### src/rtl/ptw_pkg.sv
`timescale 1ns/1ps
// Package: shared widths, the entry layout and the sequencer state type
// for the page-table group search. The entry layout is fixed: the
// tag sits in the top bits and the attribute bits sit just above the unused field.
package ptw_pkg;

    localparam int SEG_W  = 40;
    localparam int PAGE_W = 12;
    localparam int VPN_W  = SEG_W + PAGE_W;
    localparam int TAG_W  = 57;
    localparam int RPN_W  = 40;
    localparam int ATTR_W = 4;
    localparam int RSVD_W = 24;

    typedef struct packed {
        logic [TAG_W-1:0] tag;
        logic             live;
        logic [RPN_W-1:0] rpn;
        logic             ref_bit;
        logic             chg_bit;
        logic             wr_thru;
        logic             cache_inh;
        logic             coherent;
        logic             guarded;
        logic [RSVD_W-1:0] rsvd;
    } pte_t;

    localparam int PTE_W = $bits(pte_t);

    typedef enum logic [1:0] {
        ST_IDLE   = 2'd0,
        ST_SEARCH = 2'd1,
        ST_RESP   = 2'd2
    } walk_state_e;

endpackage

### src/rtl/ptw_hash.sv
`timescale 1ns/1ps
// Module: ptw_hash
// Folds the low bits of the page field and the segment ID into the
// primary group index. The secondary index is its bitwise complement.
// Assumes the caller passes only the HASH_W low bits of each field.
module ptw_hash #(
    parameter int HASH_W = 10
) (
    input  logic [HASH_W-1:0] page_lo,
    input  logic [HASH_W-1:0] seg_lo,
    output logic [HASH_W-1:0] idx_pri,
    output logic [HASH_W-1:0] idx_sec
);

    // One XOR per index bit; the complement gives the overflow group
    for (genvar b = 0; b < HASH_W; b++) begin : g_bit
        assign idx_pri[b] = page_lo[b] ^ seg_lo[b];
        assign idx_sec[b] = ~(page_lo[b] ^ seg_lo[b]);
    end

endmodule

### src/rtl/ptw_match.sv
`timescale 1ns/1ps
// Module: ptw_match
// Decides whether one entry translates the requested VPN. Only the low
// VPN_W tag bits take part; the upper tag bits are ignored.
module ptw_match
    import ptw_pkg::*;
(
    input  pte_t             entry,
    input  logic [VPN_W-1:0] vpn,
    output logic             hit
);

    // Live entry with matching low tag bits
    always_comb begin
        hit = entry.live && (entry.tag[VPN_W-1:0] == vpn);
    end

endmodule

### src/rtl/ptw_seq.sv
`timescale 1ns/1ps
// Module: ptw_seq
// Sequencer for one walk. It issues reads for positions 0 to 2*GROUP_SLOTS-1
// back to back, tracks which position's data is in the compare stage,
// and ends the walk on the first compare hit or after the last compare.
// Assumes the read data returns exactly one cycle after the read strobe
// and that GROUP_SLOTS is a power of two.
module ptw_seq
    import ptw_pkg::*;
#(
    parameter int GROUP_SLOTS = 8,
    localparam int SLOT_W = $clog2(GROUP_SLOTS),
    localparam int IDX_W  = SLOT_W + 1,
    localparam int LAST   = 2 * GROUP_SLOTS - 1
) (
    input  logic             clk,
    input  logic             rst_n,
    input  logic             start,
    input  logic             cmp_hit,
    output logic             busy,
    output logic             rd_en,
    output logic [IDX_W-1:0] rd_idx,
    output logic             cmp_valid,
    output logic [IDX_W-1:0] cmp_idx,
    output logic             finish_hit,
    output logic             finish_miss
);

    walk_state_e      state;
    logic [IDX_W-1:0] issue_idx;
    logic             issue_done;
    logic             cmp_valid_q;
    logic [IDX_W-1:0] cmp_idx_q;

    // Strobes and walk-end decode from the state and compare stage
    always_comb begin
        busy        = (state != ST_IDLE);
        cmp_valid   = (state == ST_SEARCH) && cmp_valid_q;
        rd_en       = (state == ST_SEARCH) && !issue_done && !cmp_hit;
        finish_hit  = (state == ST_SEARCH) && cmp_hit;
        finish_miss = cmp_valid && !cmp_hit && (cmp_idx_q == IDX_W'(LAST));
        rd_idx      = issue_idx;
        cmp_idx     = cmp_idx_q;
    end

    // Walk state, read counter and compare-stage tracking
    always_ff @(posedge clk) begin
        if (!rst_n) begin
            state       <= ST_IDLE;
            issue_idx   <= '0;
            issue_done  <= 1'b0;
            cmp_valid_q <= 1'b0;
            cmp_idx_q   <= '0;
        end else begin
            case (state)
                ST_IDLE: begin
                    if (start) begin
                        state       <= ST_SEARCH;
                        issue_idx   <= '0;
                        issue_done  <= 1'b0;
                        cmp_valid_q <= 1'b0;
                    end
                end
                ST_SEARCH: begin
                    cmp_valid_q <= rd_en;
                    cmp_idx_q   <= issue_idx;
                    if (rd_en) begin
                        issue_idx <= issue_idx + 1'b1;
                        if (issue_idx == IDX_W'(LAST)) begin
                            issue_done <= 1'b1;
                        end
                    end
                    if (finish_hit || finish_miss) begin
                        state <= ST_RESP;
                    end
                end
                ST_RESP: begin
                    state       <= ST_IDLE;
                    cmp_valid_q <= 1'b0;
                end
                default: state <= ST_IDLE;
            endcase
        end
    end

endmodule

### src/rtl/ptw_group_search.sv
`timescale 1ns/1ps
// Module: ptw_group_search (top)
// Hashed page-table group search. It accepts one VPN, walks the primary
// group and then the complementary group through a synchronous read port,
// and returns hit or miss as a one-cycle response. On a hit it writes
// the entry back with its reference bit set.
// Assumes a read latency of one cycle and a table of 2**HASH_W groups,
// each with GROUP_SLOTS entries (a power of two).
module ptw_group_search
    import ptw_pkg::*;
#(
    parameter int HASH_W      = 10,
    parameter int GROUP_SLOTS = 8,
    localparam int SLOT_W = $clog2(GROUP_SLOTS),
    localparam int IDX_W  = SLOT_W + 1,
    localparam int ADDR_W = HASH_W + SLOT_W
) (
    input  logic              clk,
    input  logic              rst_n,
    input  logic              req_valid,
    output logic              req_ready,
    input  logic [VPN_W-1:0]  req_vpn,
    output logic              resp_valid,
    output logic              resp_hit,
    output logic              resp_secondary,
    output logic [RPN_W-1:0]  resp_rpn,
    output logic [ATTR_W-1:0] resp_attr,
    output logic              mem_rd_en,
    output logic [ADDR_W-1:0] mem_rd_addr,
    input  logic [PTE_W-1:0]  mem_rd_data,
    output logic              mem_wr_en,
    output logic [ADDR_W-1:0] mem_wr_addr,
    output logic [PTE_W-1:0]  mem_wr_data
);

    logic [VPN_W-1:0]  vpn_q;
    logic [HASH_W-1:0] idx_pri;
    logic [HASH_W-1:0] idx_sec;
    logic              busy;
    logic              rd_en;
    logic [IDX_W-1:0]  rd_idx;
    logic              cmp_valid;
    logic [IDX_W-1:0]  cmp_idx;
    logic              entry_hit;
    logic              cmp_hit;
    logic              finish_hit;
    logic              finish_miss;
    logic [ADDR_W-1:0] cmp_addr;
    pte_t              rd_entry;

    logic              resp_valid_q;
    logic              hit_q;
    logic              sec_q;
    logic [RPN_W-1:0]  rpn_q;
    logic [ATTR_W-1:0] attr_q;
    logic              wr_en_q;
    logic [ADDR_W-1:0] wb_addr_q;
    pte_t              wb_entry_q;

    ptw_hash #(
        .HASH_W (HASH_W)
    ) u_hash (
        .page_lo (vpn_q[HASH_W-1:0]),
        .seg_lo  (vpn_q[PAGE_W+HASH_W-1:PAGE_W]),
        .idx_pri (idx_pri),
        .idx_sec (idx_sec)
    );

    ptw_seq #(
        .GROUP_SLOTS (GROUP_SLOTS)
    ) u_seq (
        .clk         (clk),
        .rst_n       (rst_n),
        .start       (req_valid && !busy),
        .cmp_hit     (cmp_hit),
        .busy        (busy),
        .rd_en       (rd_en),
        .rd_idx      (rd_idx),
        .cmp_valid   (cmp_valid),
        .cmp_idx     (cmp_idx),
        .finish_hit  (finish_hit),
        .finish_miss (finish_miss)
    );

    ptw_match u_match (
        .entry (rd_entry),
        .vpn   (vpn_q),
        .hit   (entry_hit)
    );

    // Read-side address build and compare qualification
    always_comb begin
        rd_entry    = pte_t'(mem_rd_data);
        cmp_hit     = cmp_valid && entry_hit;
        mem_rd_en   = rd_en;
        mem_rd_addr = {(rd_idx[SLOT_W] ? idx_sec : idx_pri), rd_idx[SLOT_W-1:0]};
        cmp_addr    = {(cmp_idx[SLOT_W] ? idx_sec : idx_pri), cmp_idx[SLOT_W-1:0]};
    end

    // Capture the VPN when a request is accepted
    always_ff @(posedge clk) begin
        if (!rst_n) begin
            vpn_q <= '0;
        end else if (req_valid && !busy) begin
            vpn_q <= req_vpn;
        end
    end

    // Register the response and the reference-bit write-back
    always_ff @(posedge clk) begin
        if (!rst_n) begin
            resp_valid_q <= 1'b0;
            hit_q        <= 1'b0;
            sec_q        <= 1'b0;
            rpn_q        <= '0;
            attr_q       <= '0;
            wr_en_q      <= 1'b0;
            wb_addr_q    <= '0;
            wb_entry_q   <= '0;
        end else begin
            resp_valid_q <= finish_hit || finish_miss;
            wr_en_q      <= finish_hit;
            if (finish_hit) begin
                hit_q              <= 1'b1;
                sec_q              <= cmp_idx[SLOT_W];
                rpn_q              <= rd_entry.rpn;
                attr_q             <= {rd_entry.wr_thru, rd_entry.cache_inh,
                                       rd_entry.coherent, rd_entry.guarded};
                wb_addr_q          <= cmp_addr;
                wb_entry_q         <= rd_entry;
                wb_entry_q.ref_bit <= 1'b1;
            end else if (finish_miss) begin
                hit_q  <= 1'b0;
                sec_q  <= 1'b0;
                rpn_q  <= '0;
                attr_q <= '0;
            end
        end
    end

    // Drive the ports from the registered state
    always_comb begin
        req_ready      = !busy;
        resp_valid     = resp_valid_q;
        resp_hit       = hit_q;
        resp_secondary = sec_q;
        resp_rpn       = rpn_q;
        resp_attr      = attr_q;
        mem_wr_en      = wr_en_q;
        mem_wr_addr    = wb_addr_q;
        mem_wr_data    = wb_entry_q;
    end

endmodule

### config.mk
export PLATFORM = sky130hd
export DESIGN_NAME = ptw_group_search
export DESIGN_NICKNAME = d
export VERILOG_FILES = /design/src/rtl/ptw_pkg.sv /design/src/rtl/ptw_hash.sv /design/src/rtl/ptw_match.sv /design/src/rtl/ptw_seq.sv /design/src/rtl/ptw_group_search.sv
export SDC_FILE = /design/constraint.sdc
export NUM_CORES = 1
export LEC_CHECK = 0
export ABC_AREA = 1
export CAP_MARGIN = 20
export CORE_MARGIN = 5
export CORE_UTILIZATION = 47
export DETAILED_ROUTE_END_ITERATION = 12
export GPL_TIMING_DRIVEN = 0
export PLACE_DENSITY = 0.86
export SLEW_MARGIN = 15
export SYNTH_ARGS = -nofsm -noshare
export SYNTH_HDL_FRONTEND = slang
export SYNTH_SLANG_ARGS = --single-unit
### constraint.sdc
create_clock -name clk -period 4.6 [get_ports clk]
set_input_delay 0.46 -clock clk [delete_from_list [all_inputs] [get_ports clk]]
set_output_delay 0.46 -clock clk [all_outputs]
set_load 0.005 [all_outputs]
==> reports/metrics.yaml, run 1 <==
startpoint_type: "primary input"
hold_viol_final: 0
drv_cap: 0
endpoint: "mem_rd_en"
fp.dieH_um: 155
clock_sinks: 253
min_period_ns: 3.49
synth_edf_count: 0
slew_headroom_pct: 45.6
ctsHoldBuffers: 0
grt_max_degree: 13
finalSetupViolCount: 0
reg2reg_from: "vpn_q[6]$_SDFFE_PN0P_"
synth_seq_area_share_pct: 51.4
max_freq_mhz: 286
cts_buffer_depth: 3
grt-ovfl-total: 0
synthFlopType: "dfxtp_1"
ir_drop_v: 0.000307
start_util_pct: 47.3
synth_top_area_share_pct: 51.4
cp-end-kind: "primary output"
period_share_pct: 75.9
cts_made_buffers: 27
gp_congestion: 0.939
dr_total_vias: 10700
synth-warning-count: 0
cts_root_buf: "clkbuf_16"
ys_types: 22
fp-row-count: 53
seqPwrFrac_pct: 46.2
synth_top_family_by_area: "simple AND/OR/NAND/NOR gates"
min_from: "u_seq.issue_done$_SDFFE_PN0P_"
synthTopCellsByArea: "dfxtp_1 51%, nor2_1 11%, nand2_1 8.8%, o21ai_0 8.2%, a21oi_1 7.1%"
reg2reg_to: "mem_wr_data[38]$_SDFFE_PN0N_"
critPathKind: "in -> out"
cts.repair.resized: 0
outcome: "completed"
tightest_slew_ns: 0.817
crit_fanout: 10
hold_slack_ns: 0.449
htreeDepth: 1
reg2reg_slack_ns: 2.27
die_area_um2: 24000
p_leak_uw: 0.00604
final.setup.tns_ns: 0
skew_ns: 0.0106
netlist_area_um2: 9850
core_um2: 20800
synth_compound_area_share_pct: 15.6
wl_um: 38700
required_ns: 4.14
power.share.switching_pct: 24.2
ys_ff_latch: 253
port_buffers: 384
drt_pass1_iterations: 5
multi_input_area_um2: 4030
hold_path_class: "reg -> reg"
power_density_nw_per_um2: 330
reg2reg_depth: 14
routedWlPerCell_um: 18.9
drt_first_iter_violations: 826
drive_gt1_share_pct: 4.52
internal-power_uw: 3730
dp_slack_ns: 1.14
p_sw_uw: 1190
area_growth_pct: 51.0
vias_per_cell: 5.24
setup_slack_ns: 1.11
yosysMostFrequentCell: "nor2_1"
syn_nets: 1525
synth_top_area_cell: "dfxtp_1"
clk_pin_slew_ns: 0.06
muxShareOfSynthArea_pct: 0
synthSimpleGateAreaFrac_pct: 22.4
synthCells: 1341
chipWidth_um: 155
post-route-drc-count: 0
drtAntennaViolNets: 0
syn_area_per_cell_um2: 7.35
synth_commonest_cells: "277 x nor2_1, 253 x dfxtp_1, 232 x nand2_1, 162 x o21ai_0, 140 x a21oi_1"
grt_pass1_wl_um: 58100
synth_fa_ha_area_share_pct: 0.127
seq_area_um2: 5060
antenna_found_initial: 3
synth-xor-area-share_pct: 2.76
grt.total_usage_pct: 30.8
fillCellCount: 1651
startpoint: "mem_rd_data[72]"
grt_pass1_vias: 10500
tritoncts: "done"
postCtsSetupRepairBufs: 0
ioPinCount: 387
dp_hpwl_um: 29400
worstSkewPairLatency_ns: 0.53
crit_arrival_ns: 3.03
combinationalPowerShare_pct: 11.3
p_clk_share_pct: 42.5
nNetsFinal: 1938
drv_slew: 0
rsz0062_at_grt: "no"
async_reset_ff_share_pct: 0
[area by class of cell]
cell class                      instances  area share, %
Buffer                                 86           2.67
Multi-Input combinational cell        906           27.1
Timing Repair Buffer                  384           25.8
Tap cell                              275           2.31
Inverter                               96           2.42
Antenna cell                            3         0.0505
Sequential cell                       253           34.0
Clock buffer                           37           5.20
Clock inverter                          6          0.370
[metal layers]
| metal | global-route usage, % | up-vias | part of all wire (%) |
|---|---|---|---|
| li1 | - | 5087 | - |
| met1 | 37.0 | 4983 | 38 |
| met2 | 51.9 | 539 | 47 |
| met3 | 9.09 | 103 | 10 |
| met4 | 12.4 | 0 | 4.5 |
| met5 | 0 | - | 0 |
[layout by cell type (no fill, tap or decap), types with 7 or more instances in the layout]
master	instances
a21oi_1	140
clkbuf_16	27
xor2_1	21
inv_2	8
nand3_1	54
clkdlybuf4s50_1	384
inv_1	86
buf_4	9
nor2_1	277
nand2_1	232
o21ai_0	162
buf_1	7
buf_2	21
dfxtp_1	253
clkbuf_1	51
xnor2_1	10
[kinds of logic (layout without fill, tap and decap cells)]
family | Yosys count | after routing
fa+ha+maj | 1 | 1
xor+xnor | 31 | 31
buf+inv | 182 | 609
compound gates | 307 | 307
other cells | 0 | 3
flops | 253 | 253
simple gates | 567 | 567
[per-stage QoR]
step | util (%) | instance area [um^2] | instances | total power, uW
3_5_place_dp | 67.4 | 14000 | 2000 | 2860
2_1_floorplan | - | 9850 | 1341 | 2540
6_report | 71.4 | 14900 | 2046 | 4910
5_1_grt | 71.4 | 14900 | 2046 | 5080
4_1_cts | 71.4 | 14900 | 2043 | 4930
3_3_place_gp | 67.4 | 14000 | 2000 | 2850
[flip-flops by register name, indices dropped and copies added, names as in the netlist, 2 cells and up]
name and flops:
u_seq.state 2, vpn_q 52, mem_wr_data 128, resp_rpn 40, u_seq.rd_idx 4, resp_attr 4, u_seq.cmp_idx 4, mem_wr_addr 13
[power by group through the flow]
stage / Sequential [uW] / Clock, uW / Combinational, uW
5_1_grt: 2270 / 2200 / 605
6_report: 2270 / 2090 / 555
3_5_place_dp: 2320 / 0 / 544
2_1_floorplan: 2310 / 0 / 231
3_3_place_gp: 2320 / 0 / 538
4_1_cts: 2270 / 2110 / 550
[worst min-delay path by stage]
stage,to,slack (ns),cells past startpoint
global route,mem_wr_data[57]$_SDFFE_PN0N_,0.48,2
detailed placement,mem_wr_data[70]$_SDFFE_PN0N_,0.44,2
global placement,mem_wr_data[70]$_SDFFE_PN0N_,0.43,2
finish,u_seq.issue_done$_SDFFE_PN0P_,0.45,2
CTS,mem_wr_data[70]$_SDFFE_PN0N_,0.45,2
floorplan,u_seq.issue_done$_SDFFE_PN0P_,0.43,2
[critical path: stages]
cell	delay [ns]
clkdlybuf4s50_1	0.58
nand2_1	0.15
clkinv_1	0.07
nor2_1	0.13
nor2_1	0.05
nand2_1	0.07
nor2_1	0.04
nand2_1	0.08
nor2_1	0.05
nand2_1	0.14
buf_4	0.22
buf_6	0.21
nand2_2	0.16
inv_1	0.08
clkdlybuf4s50_1	0.54
Power figures use the tool's default switching activity.
==> run 2: changes to the inputs <==
- CORE_UTILIZATION: 47 -> 44
- PLACE_DENSITY: 0.86 -> 0.82
- clock period: 4.6 -> 3.5 ns (I/O delays scaled with it)
==> run 2 against run 1 <==
Against the previous run: global-route usage down 1.4 points; final cell count grew 0.64%; first-iteration DRC count shrank 7.6%; clock power grew 44%; largest power group is now clock.
==> reports/metrics.yaml, run 2 (synthesized netlist as in run 1, its figures left out) <==
finalSetupViolCount: 0  # unchanged
grt_pass1_wl_um: 60000  # +3.2%
dr_total_vias: 10700  # -0.58%
htreeDepth: 1  # unchanged
fin_area_um2: 15000  # +0.86%
grt_pass1_vias: 10800  # +3.1%
cts.repair.resized: 0  # unchanged
crit_arrival_ns: 2.99  # -0.04 ns
cts_buffer_depth: 3  # unchanged
fp.dieH_um: 160  # +3.1%
drive_gt1_share_pct: 4.95  # +0.43 points
ioPinCount: 387  # unchanged
drv_cap: 0  # unchanged
clk_pin_slew_ns: 0.06  # about the same
post-route-drc-count: 0  # unchanged
skew_ns: 0.0121  # +0.00143 ns
area_growth_pct: 52.3
rsz0062_at_grt: "no"
dp_hpwl_um: 30100  # +2.2%
vias_per_cell: 5.17  # -1.2%
required_ns: 3.15  # -0.99 ns
post_dp_cell_area_um2: 14000  # about the same
min_period_ns: 3.34
hold_path_class: "in -> reg"
total_power_uw: 6740  # +37%
wl_um: 39400  # +1.8%
outcome: "completed"
routedWlPerCell_um: 19.1  # +1.1%
slew_headroom_pct: 38.3  # -7.3 points
largest_register_ffs: 128  # unchanged
critPathKind: "in -> out"
cts_root_buf: "clkbuf_16"
cts_made_buffers: 28  # +3.7%
drt_pass1_iterations: 5  # unchanged
drv_slew: 0  # unchanged
grt_max_degree: 14  # +1
ir_drop_v: 0.000361  # +18%
port_buffers: 384  # unchanged
final.setup.tns_ns: 0  # unchanged
grtUsageMet2_pct: 49.7  # -2.2 points
fillCellCount: 1842  # +12%
tritoncts: "done"
grt.total_usage_pct: 29.5  # -1.4 points
final_common_cell: "clkdlybuf4s50_1"
power_density_nw_per_um2: 449  # +36%
clock_sinks: 253  # unchanged
fp-row-count: 54  # +1.9%
start_util_pct: 44.9  # -2.4 points
antenna_found_initial: 2  # -1
core_um2: 22000  # +5.5%
gp_congestion: 0.936  # -0.33%
startpoint_type: "primary input"
postCtsSetupRepairBufs: 0  # unchanged
chipWidth_um: 160  # +3.1%
drtAntennaViolNets: 0  # unchanged
gr-usage-met1_pct: 35.0  # -2.0 points
grtUsageMet3_pct: 8.43  # -0.67 points
tightest_slew_ns: 0.926  # +0.109 ns
crit_fanout: 10  # unchanged
final_cell_mix: "384 x clkdlybuf4s50_1, 277 x nor2_1, 253 x dfxtp_1"
die_area_um2: 25500  # +6.4%
drt_first_iter_violations: 763  # -7.6%
period_share_pct: 95.4
grt-ovfl-total: 0  # unchanged
grt-busiest-layer: "met2"
max_freq_mhz: 300
cp-end-kind: "primary output"
nNetsFinal: 1939  # +0.052%
hold_viol_final: 0  # unchanged
p_leak_uw: 0.00610  # +1.1%
worstSkewPairLatency_ns: 0.54  # about the same
ctsHoldBuffers: 0  # unchanged
run 2: cell count changes in the layout (fill, tap and decap cells not counted):
| cell | change |
|---|---|
| bufinv_16 | +1 |
| clkbuf_1 | +1 |
| clkbuf_16 | +2 |
| clkbuf_8 | +1 |
| clkinv_2 | +3 |
| diode_2 | -1 |
| inv_8 | +1 |
run 2: layout make-up:
cell class | count | area (um^2) | share of cell area [%]
Antenna cell | 2 | 5.00 | 0.0334
Buffer | 86 | 398 | 2.65
Clock buffer | 41 | 841 | 5.60
Clock inverter | 11 | 111 | 0.742
Inverter | 96 | 360 | 2.40
Multi-Input combinational cell | 906 | 4030 | 26.9
Sequential cell | 253 | 5060 | 33.8
Tap cell | 280 | 350 | 2.34
Timing Repair Buffer | 384 | 3840 | 25.6
run 2: through the flow:
stage / std cells / utilization, % / setup slack (ns) / hold slack (ns)
global placement: 2005 / 64.0 / 0.260 / 0.430
finish: 2059 / 68.3 / 0.162 / 0.399
CTS: 2057 / 68.3 / 0.221 / 0.379
floorplan: 1341 / - / 1.79 / 0.426
global route: 2059 / 68.3 / 0.0785 / 0.395
detailed placement: 2005 / 64.0 / 0.249 / 0.438
run 2: where the power goes:
group / switching, uW / total, uW / internal (uW)
combinational: 368 / 729 / 361
sequential: 47.0 / 2990 / 2940
clock: 1210 / 3020 / 1810
run 2: per-layer routing:
layer | routed length (um) | up-vias
met3 | 3820 | 115
met1 | 15100 | 4960
met2 | 18500 | 469
met4 | 1930 | 0
li1 | - | 5106
met5 | 0 | -
run 2: critical path, stage by stage:
cell             delay, ns
clkdlybuf4s50_1       0.54
inv_1                 0.08
nand2_1               0.11
o21ai_0               0.14
nor2_1                0.15
nand2_1               0.09
nor2_1                0.09
nand2_1               0.06
nor2_1                0.11
nand2_1               0.13
buf_4                 0.21
buf_6                 0.18
nand2_2               0.19
inv_1                 0.06
clkdlybuf4s50_1       0.48
run 2: path summary, 6_finish.rpt:
path                                startpoint                           end  slack, ns  depth (start not counted)
setup reg to reg        vpn_q[17]$_SDFFE_PN0P_  mem_wr_data[68]$_SDFFE_PN0N_       1.14                         12
hold reg to reg   mem_wr_data[70]$_SDFFE_PN0N_  mem_wr_data[70]$_SDFFE_PN0N_       0.45                          2
hold / removal                 mem_rd_data[51]     resp_rpn[21]$_SDFFE_PN0P_       0.40                          3
setup / recovery              mem_rd_data[112]                     mem_rd_en       0.16                         15
==> run 3: changes to the inputs <==
- REMOVE_ABC_BUFFERS: default -> 1
==> run 3 against run 2 <==
Against the previous run: global-route usage fell by 4.5 points; routed wire length fell by 13%; combinational power fell by 7.3%; highest routed layer is now met5; die area did not move; sequential cell count did not move; critical endpoint unchanged; sequential power barely moved; clock-buffer cell count fell by 3; largest cell class unchanged; register-to-register slack got worse by 0.51 ns; setup slack improved by 0.14 ns; clock skew rose by 0.0053 ns; via count fell by 6.1%; largest power group is now registers; design area fell by 0.78%.
==> reports/metrics.yaml, run 3 (synthesized netlist as in run 1, its figures left out) <==
critical_path_buf_inv_count: 4  # -2
min_to: "mem_wr_data[81]$_SDFFE_PN0N_"
reg2reg_depth: 14  # +2
cts_buffer_depth: 3  # unchanged
finalSetupViolCount: 0  # unchanged
drt_first_iter_violations: 790  # +3.5%
drt_pass1_iterations: 7  # +2
core_um2: 22000  # unchanged
routedWlPerCell_um: 17.2  # -10%
grt.total_usage_pct: 25.0  # -4.5 points
grt-ovfl-total: 0  # unchanged
htreeDepth: 1  # unchanged
worstPathCellList: "inv_2, nand2_1, nand2_1, nor2_1, nand2_1, nor2_1, nand2_1, nor2_4, nand2_8, buf_16, nand2_4, inv_1, clkdlybuf4s50_1"
tightest_slew_ns: 0.731  # -0.195 ns
post-route-drc-count: 0  # unchanged
fp.dieH_um: 160  # unchanged
crit_arrival_ns: 2.85  # -0.14 ns
chipWidth_um: 160  # unchanged
max_freq_mhz: 312  # +4.2%
crit_fanout: 37  # +27
area_growth_pct: 51.1
dp_hpwl_um: 23400  # -22%
startpoint_type: "register"
reg2reg_to: "resp_attr[2]$_SDFFE_PN0P_"
clk_pin_slew_ns: 0.06  # about the same
tritoncts: "done"
port_buffers: 385  # +0.26%
slew_headroom_pct: 51.2  # +13 points
crit_family: "simple AND/OR/NAND/NOR gates"
worstSkewPairLatency_ns: 0.53  # about the same
cts_root_buf: "clkbuf_16"
power_density_nw_per_um2: 447  # -0.49%
clock_sinks: 253  # unchanged
final_cell_mix: "384 x clkdlybuf4s50_1, 275 x nor2_1, 253 x dfxtp_1"
crit_slowest_cell: "clkdlybuf4s50_1"
nNetsFinal: 1866  # -3.8%
ctsHoldBuffers: 0  # unchanged
antenna_found_initial: 3  # +1
post_dp_cell_area_um2: 13900  # -1.3%
fp-row-count: 54  # unchanged
grt_pass1_wl_um: 52500  # -12%
hold_path_class: "in -> reg"
p_leak_uw: 0.00604  # -0.96%
skew_ns: 0.0174  # +0.00529 ns
drv_cap: 0  # unchanged
grt_pass1_vias: 9824  # -9.3%
rsz0062_at_grt: "no"
min_from: "rst_n"
dr_total_vias: 10000  # -6.1%
die_area_um2: 25500  # unchanged
fin_area_um2: 14900  # -0.78%
drv_slew: 0  # unchanged
period_share_pct: 91.5  # -3.9 points
ir_drop_v: 0.000414  # +14%
critPathKind: "reg -> out"
required_ns: 3.15  # about the same
cts_made_buffers: 29  # +3.6%
max_stage_delay_ns: 0.46  # -0.08 ns
reg2reg_from: "vpn_q[18]$_SDFFE_PN0P_"
drive_gt1_share_pct: 4.29  # -0.67 points
final_common_cell: "clkdlybuf4s50_1"
min_period_ns: 3.20  # -0.136 ns
outcome: "completed"
hold_depth: 3  # unchanged
wl_um: 34100  # -13%
cp-end-kind: "primary output"
drtAntennaViolNets: 0  # unchanged
reg2reg_slack_ns: 0.63  # -0.51 ns
gp_congestion: 0.806  # -14%
vias_per_cell: 5.04  # -2.6%
largest_register_ffs: 128  # unchanged
final.setup.tns_ns: 0  # unchanged
hold_viol_final: 0  # unchanged
ioPinCount: 387  # unchanged
grt_max_degree: 90  # +76
start_util_pct: 44.9  # unchanged
critPathMostFrequentCell: "nand2_1"
[run 3: changes by cell type in the layout (fill, tap and decap cells not counted), sizes merged]
cell	before	now
inv	95	94
nand2	233	235
buf	39	9
clkinv	10	12
clkbuf	88	39
bufinv	2	3
clkinvlp	0	1
[run 3: worst max-delay path by stage]
stage	from	end	slack, ns	depth (start not counted)
floorplan	vpn_q[14]$_SDFFE_PN0P_	mem_wr_addr[0]$_SDFFE_PN0N_	-2.60	11
global placement	mem_rd_data[77]	resp_secondary$_SDFFE_PN0P_	-7.81	13
detailed placement	mem_rd_data[78]	resp_secondary$_SDFFE_PN0P_	-0.30	15
CTS	vpn_q[18]$_SDFFE_PN0P_	mem_rd_en	0.03	13
global route	vpn_q[7]$_SDFFE_PN0P_	mem_rd_en	0.07	13
finish	vpn_q[18]$_SDFFE_PN0P_	mem_rd_en	0.30	13
[run 3: cell type report]
cell class / instances / area [um^2]
Fill cell: 1739 / 7070
Sequential cell: 253 / 5060
Multi-Input combinational cell: 908 / 4100
Timing Repair Buffer: 394 / 4070
Clock buffer: 38 / 790
Inverter: 96 / 368
Tap cell: 280 / 350
Clock inverter: 14 / 148
Antenna cell: 2 / 5.00
[run 3: report_power, final]
group	internal, uW	switching (uW)	total (uW)
combinational	358	318	676
sequential	2940	44.4	2990
clock	1800	1190	2990
total	5100	1550	6650
[run 3: tightest hold or removal path: stages]
cell     delay (ns)
buf_6          0.21
o21ai_0        0.13
nor2_1         0.04
[run 3: per-stage QoR]
stage          hold WS, ns  std cells  utilization (%)  power (uW)  setup slack, ns
6_report             0.262       1985             67.8        6650            0.298
5_1_grt              0.300       1985             67.8        6900           0.0661
4_1_cts              0.261       1980             67.5        6700           0.0293
3_5_place_dp         0.434       1927             63.1        3720           -0.298
3_3_place_gp         0.430       1920             62.2        3700            -7.81
2_1_floorplan        0.426       1255                -        3310            -2.60
[run 3: what timing repair did]
action                     in CTS  in global routing
pin swaps                       1                  2
buffers inserted                0                  1
setup endpoints to repair       1                  1
gates cloned                    1                  2
gates resized for setup         4                  2
[run 3: metal layers]
metal	up-vias	wire length (um)	GRT usage, %
li1	4959	-	-
met1	4556	13100	28.8
met2	411	16500	43.6
met3	77	3180	8.22
met4	2	1290	8.56
met5	-	11	0
